**src/rtl/can_flt_pkg.sv**
```systemverilog
package can_flt_pkg;

  localparam int WORD_W  = 16;
  localparam int ID_W    = 29;
  localparam int STATE_W = 4;

  localparam logic [STATE_W-1:0] ST_RX_READY = 4'b0010;
  localparam logic [STATE_W-1:0] ST_RX_FULL  = 4'b0100;

  typedef struct packed {
    logic              ide;
    logic [WORD_W-1:0] base;
    logic [WORD_W-1:0] ext;
  } frame_words_t;

  // Build the two comparison words from the parsed frame fields.
  function automatic frame_words_t pack_frame(input logic ide, input logic rtr,
                                              input logic xrtr, input logic [ID_W-1:0] id);
    frame_words_t fw;
    fw.ide = ide;
    if (ide) begin
      fw.base = {id[28:18], rtr, 1'b1, id[17:15]};
    end else begin
      fw.base = {id[10:0], rtr, 1'b0, 3'b000};
    end
    fw.ext = {id[14:0], xrtr};
    return fw;
  endfunction

  // Base word bits that take part in the comparison for a given format.
  function automatic logic [WORD_W-1:0] base_care(input logic ide);
    return ide ? {WORD_W{1'b1}} : {{(WORD_W-3){1'b1}}, 3'b000};
  endfunction

  // One bit per position that differs and is not masked off.
  function automatic logic [WORD_W-1:0] base_diff(input frame_words_t fw,
                                                  input logic [WORD_W-1:0] bw,
                                                  input logic [WORD_W-1:0] msk);
    return (fw.base ^ bw) & ~msk & base_care(fw.ide);
  endfunction

  function automatic logic [WORD_W-1:0] ext_diff(input frame_words_t fw,
                                                 input logic [WORD_W-1:0] ew,
                                                 input logic [WORD_W-1:0] msk);
    return fw.ide ? ((fw.ext ^ ew) & ~msk) : '0;
  endfunction

  function automatic logic state_ok(input logic [STATE_W-1:0] st);
    return (st == ST_RX_READY) || (st == ST_RX_FULL);
  endfunction

endpackage

```
**src/rtl/can_flt_cmp.sv**
```systemverilog
module can_flt_cmp
  import can_flt_pkg::*;
(
  input  frame_words_t        fw,
  input  logic [WORD_W-1:0]   bw_base,
  input  logic [WORD_W-1:0]   bw_ext,
  input  logic [STATE_W-1:0]  bstate,
  input  logic [WORD_W-1:0]   msk_base,
  input  logic [WORD_W-1:0]   msk_ext,
  output logic                id_match,
  output logic                eligible
);

  logic [WORD_W-1:0] d_base;
  logic [WORD_W-1:0] d_ext;

  always_comb begin
    d_base   = base_diff(fw, bw_base, msk_base);
    d_ext    = ext_diff(fw, bw_ext, msk_ext);
    id_match = (d_base == '0) && (d_ext == '0);
    eligible = state_ok(bstate);
  end

endmodule

```
**src/rtl/can_flt_pick.sv**
```systemverilog
module can_flt_pick #(
  parameter int N     = 15,
  parameter int IDX_W = $clog2(N)
) (
  input  logic [N-1:0]     cand,
  output logic [N-1:0]     onehot,
  output logic [IDX_W-1:0] idx,
  output logic             any
);

  always_comb begin
    onehot = cand & ~(cand - N'(1));
    any    = |cand;
    idx    = '0;
    for (int i = N - 1; i >= 0; i--) begin
      if (cand[i]) idx = IDX_W'(i);
    end
  end

endmodule

```
**src/rtl/can_acc_filter.sv**
```systemverilog
module can_acc_filter
  import can_flt_pkg::*;
#(
  parameter int NUM_BUF = 15,
  parameter int IDX_W   = $clog2(NUM_BUF)
) (
  input  logic                         clk,
  input  logic                         rst_n,
  input  logic                         frm_vld,
  input  logic                         frm_ide,
  input  logic                         frm_rtr,
  input  logic                         frm_xrtr,
  input  logic [28:0]                  frm_id,
  input  logic [NUM_BUF*16-1:0]        buf_base,
  input  logic [NUM_BUF*16-1:0]        buf_ext,
  input  logic [NUM_BUF*4-1:0]         buf_state,
  input  logic [15:0]                  gmsk_base,
  input  logic [15:0]                  gmsk_ext,
  input  logic [15:0]                  bmsk_base,
  input  logic [15:0]                  bmsk_ext,
  output logic                         res_vld,
  output logic                         res_hit,
  output logic [IDX_W-1:0]             res_idx,
  output logic [NUM_BUF-1:0]           res_onehot
);

  localparam int LAST = NUM_BUF - 1;

  frame_words_t       fw;
  logic [NUM_BUF-1:0] buf_match;
  logic [NUM_BUF-1:0] buf_elig;
  logic [NUM_BUF-1:0] cand;       // eligible and matching, before priority
  logic [NUM_BUF-1:0] win_oh;
  logic [IDX_W-1:0]   win_idx;
  logic               win_any;

  always_comb fw = pack_frame(frm_ide, frm_rtr, frm_xrtr, frm_id);

  for (genvar i = 0; i < NUM_BUF; i++) begin : g_buf
    logic [WORD_W-1:0] mb;
    logic [WORD_W-1:0] me;
    if (i == LAST) begin : g_catchall
      always_comb begin
        mb = bmsk_base;
        me = bmsk_ext;
      end
    end else begin : g_shared
      always_comb begin
        mb = gmsk_base;
        me = gmsk_ext;
      end
    end
    can_flt_cmp u_cmp (
      .fw       (fw),
      .bw_base  (buf_base[i*WORD_W +: WORD_W]),
      .bw_ext   (buf_ext[i*WORD_W +: WORD_W]),
      .bstate   (buf_state[i*STATE_W +: STATE_W]),
      .msk_base (mb),
      .msk_ext  (me),
      .id_match (buf_match[i]),
      .eligible (buf_elig[i])
    );
  end

  assign cand = buf_match & buf_elig;

  can_flt_pick #(.N(NUM_BUF), .IDX_W(IDX_W)) u_pick (
    .cand   (cand),
    .onehot (win_oh),
    .idx    (win_idx),
    .any    (win_any)
  );

  always_ff @(posedge clk or negedge rst_n) begin
    if (!rst_n) begin
      res_vld    <= 1'b0;
      res_hit    <= 1'b0;
      res_idx    <= '0;
      res_onehot <= '0;
    end else begin
      res_vld    <= frm_vld;
      res_hit    <= frm_vld & win_any;
      res_idx    <= frm_vld ? win_idx : '0;
      res_onehot <= frm_vld ? win_oh : '0;
    end
  end

endmodule

```
**config.mk**
```make
export PLATFORM = sky130hd
export DESIGN_NAME = can_acc_filter
export DESIGN_NICKNAME = d
export VERILOG_FILES = /design/src/rtl/can_flt_pkg.sv /design/src/rtl/can_flt_cmp.sv /design/src/rtl/can_flt_pick.sv /design/src/rtl/can_acc_filter.sv
export SDC_FILE = /design/constraint.sdc
export NUM_CORES = 1
export LEC_CHECK = 0
export BUFFER_PORTS_ARGS = -buffer_cell sky130_fd_sc_hd__clkbuf_2
export CAP_MARGIN = 20
export CORE_AREA = 2 2 259 261
export CTS_CLUSTER_DIAMETER = 40
export CTS_CLUSTER_SIZE = 14
export DETAILED_ROUTE_END_ITERATION = 8
export DIE_AREA = 0 0 261 263
export PLACE_DENSITY = 0.36
export SLEW_MARGIN = 20
export SYNTH_ARGS = -nofsm -noshare
export SYNTH_HDL_FRONTEND = slang
export SYNTH_SLANG_ARGS = --single-unit
```
**constraint.sdc**
```tcl
create_clock -name clk -period 0.8 [get_ports clk]
set_input_delay 0.08 -clock clk [delete_from_list [all_inputs] [get_ports clk]]
set_output_delay 0.08 -clock clk [all_outputs]
set_load 0.05 [all_outputs]
```
==> run_results.csv <==
group,metric,value,unit
clock_tree,path_clk_slew,60,ps
sta,postLayoutSetupSlackWorst,-1700,ps
worst_hold_path,worstHoldStart,"frm_vld",
status,status,"complete, but fails checks",
logic_synthesis,syn_inst,1051,
clock_tree,numCtsBuffers,3,
logic_synthesis,syn_avg_cell_area,8.03,µm²
pwr,power_density,775,mW/mm²
route,wl,73.2,mm
sta,grt_setup_unrepaired,"yes",
clock_tree,cts_tree,"built",
grt,grt_pass1_vias,13620,
grt,grt_first_pass_wirelength,99.6,mm
worst_hold_path,hold_class,"input pin to flip-flop",
route,vias,12108,
logic_synthesis,ys_ff_latch,21,
route,drt_iter0_drc,675,
floorplanning,dieArea,0.0686,mm²
worst_setup_path,start_kind,"input pin",
grt,grt.total_usage,0.204,
floorplanning,initial_core_util,0.129,
floorplanning,rows,94,
clock_tree,cts_max_level,1,
sta,slew_headroom,0.516,
route,first_pass_iters,5,
sta,setup_viol_count_final,41,
final_layout,stdcell_count,2842,
final_layout,final_common_cell,"clkbuf_2",
placed_design,dp.cells,2774,
final_layout,drive_above_1_share,0.589,
sta,min_period,2500,ps
worst_hold_path,whs_path_depth,2,
status,failed_checks,"setup timing",
route,drc_errors,0,
worst_setup_path,setup.worst_path.end_class,"flip-flop",
worst_setup_path,crit_buf_inv,4,
final_layout,nets,2617,
logic_synthesis,synth-edff-count,0,
sta,period_share,3.12,
logic_synthesis,synth_largest_area_cell,"xnor2_1",
sta,tightest_slew,727,ps
logic_synthesis,synth_nets,1690,
floorplanning,die_x,261,µm
worst_setup_path,critical-path-top-delay-family,"compound AO/OA/AOI/OAI gates",
worst_setup_path,crit_type,"input pin to flip-flop",
worst_setup_path,cp.required,940,ps
logic_synthesis,ys_async_sr_fraction,1.00,
worst_setup_path,crit_chain,"clkbuf_4, buf_12, xnor2_1, o22ai_1, nor4_2, buf_4, nand3_2, buf_6, a2111o_1, a211oi_2, o31ai_2, a211oi_2, o41ai_2",
logic_synthesis,syn_area,0.00844,mm²
worst_setup_path,crit_arrival,2630,ps
sta,fmax,0.401,GHz
pwr,ir_worst_vdd,0.000566,V
worst_hold_path,min_to,"res_vld$_DFF_PN0_",
logic_synthesis,yosysTopAreaCellShare,0.356,
worst_setup_path,critPathMaxStageDelay,400,ps
pwr,leakagePower,7.62,nW
placed_design,finalWeightedCongestion,0.870,
clock_tree,cts_buffer_depth,2,
floorplanning,dieHeight,263,µm
logic_synthesis,yosys_warnings,0,
sta,setup_tns,-32630,ps
logic_synthesis,synth-main-ff-cell,"dfrtp_1",
grt,grt_overflow,0,
route,avgRoutedWirePerCell,25.8,µm
sta,hold_viol_final,0,
placed_design,dp_hpwl,64.2,mm
clock_tree,cts_root_buf,"clkbuf_16",
worst_setup_path,path_common_cell,"a211oi_2",
floorplanning,ios,660,
sta,drv_slew,0,
logic_synthesis,synth_area_leaders,"xnor2_1, xor2_1, o22ai_1, dfrtp_1, mux2i_4",
route,antenna_left,0,
clock_tree,clock_sinks,21,
worst_setup_path,slowest_stage,"a2111o_1",
logic_synthesis,synth_cell_types,62,
run,maxCapViolCount,0,
final_layout,syn_to_final_growth,106,%
grt,antenna_found_initial,7,
grt,grt_max_degree,22,
route,vias_per_cell,4.26,
final_layout,final_cell_mix,"clkbuf_2, xnor2_1, buf_4",
logic_synthesis,synth.yosys.seq_area_share,0.0623,
placed_design,portBuffers,659,
worst_setup_path,path_max_fanout,7,
floorplanning,core_area,0.0656,mm²
placed_design,dp_slack,-2660,ps
final cells by class:
| cell class | instances | area [µm²] |
|---|---|---|
| antenna | 1 | 2.50 |
| clock buffer | 4 | 78.8 |
| fill | 7257 | 48200 |
| inverter | 13 | 48.8 |
| multi-input combinational | 931 | 8420 |
| sequential | 21 | 527 |
| tap | 864 | 1080 |
| timing repair buffer | 1008 | 7240 |
routing by layer:
layer  GRT usage  share of wire  up-vias
met4      0.0696          0.040        2
met1       0.238           0.40     5753
met2       0.380           0.51      590
li1            -              -     5658
met5           0        0.00022        -
met3      0.0219          0.051      105
per-stage QoR:
| step | utilization | hold slack (ps) | instance area, µm² | power (mW) |
|---|---|---|---|---|
| detailed placement | 0.234 | 49.9 | 15400 | 11.2 |
| floorplan | - | -216 | 8470 | 5.53 |
| global placement | 0.234 | 53.3 | 15400 | 11.3 |
| finish | 0.265 | 125 | 17400 | 13.5 |
| global route | 0.265 | 123 | 17400 | 14.2 |
| CTS | 0.258 | 116 | 16900 | 13.3 |
repair_timing:
action                                 4_1_cts  5_1_grt
resized for setup                          213       68
pin swaps                                   55       14
buffers inserted                            49       17
hold buffers                                 1        0
endpoints found under the hold margin       21        0
setup endpoints to repair                   41       41
gates cloned                                 2        0
worst max path at each step:
stage | cells past startpoint | slack [ps] | to | startpoint
final | 13 | -1700 | res_idx[0]$_DFF_PN0_ | frm_id[12]
after global routing | 14 | -1800 | res_idx[0]$_DFF_PN0_ | frm_id[10]
after CTS | 12 | -1690 | res_idx[0]$_DFF_PN0_ | frm_ide
after detailed placement | 14 | -2660 | res_idx[1]$_DFF_PN0_ | frm_id[12]
after global placement | 14 | -2640 | res_idx[1]$_DFF_PN0_ | frm_id[12]
after floorplan | 11 | -1620 | res_idx[1]$_DFF_PN0_ | frm_ide
cells in the mapped netlist (all sizes together) (12+ instances only):
master / n
xnor2: 343
o22ai: 171
xor2: 146
buf: 53
nor2: 45
clkbuf: 33
nor4: 29
o221ai: 24
dfrtp: 21
nor3: 21
inv: 13
o22a: 13
a2111oi: 12
a31oi: 12
state kept, by name, indices dropped and copies added, names as in the netlist:
signal      count
res_onehot     15
res_vld         1
res_hit         1
res_idx         4
cells by family (layout without fill, tap and decap cells):
group,Yosys count,after routing,share of synthesized area
buffers and inverters,99,1025,0.0618
AND/OR/NAND/NOR,150,150,0.102
AO/OA/AOI/OAI,281,281,0.237
multiplexers,11,11,0.0283
other,0,1,0
XOR/XNOR,489,489,0.509
flip-flops,21,21,0.0623
power by group:
part / switching, mW / internal (mW)
Clock: 0.365 / 0.678
Combinational: 5.69 / 5.68
Sequential: 0.00760 / 1.07
Power figures use the tool's default switching activity.
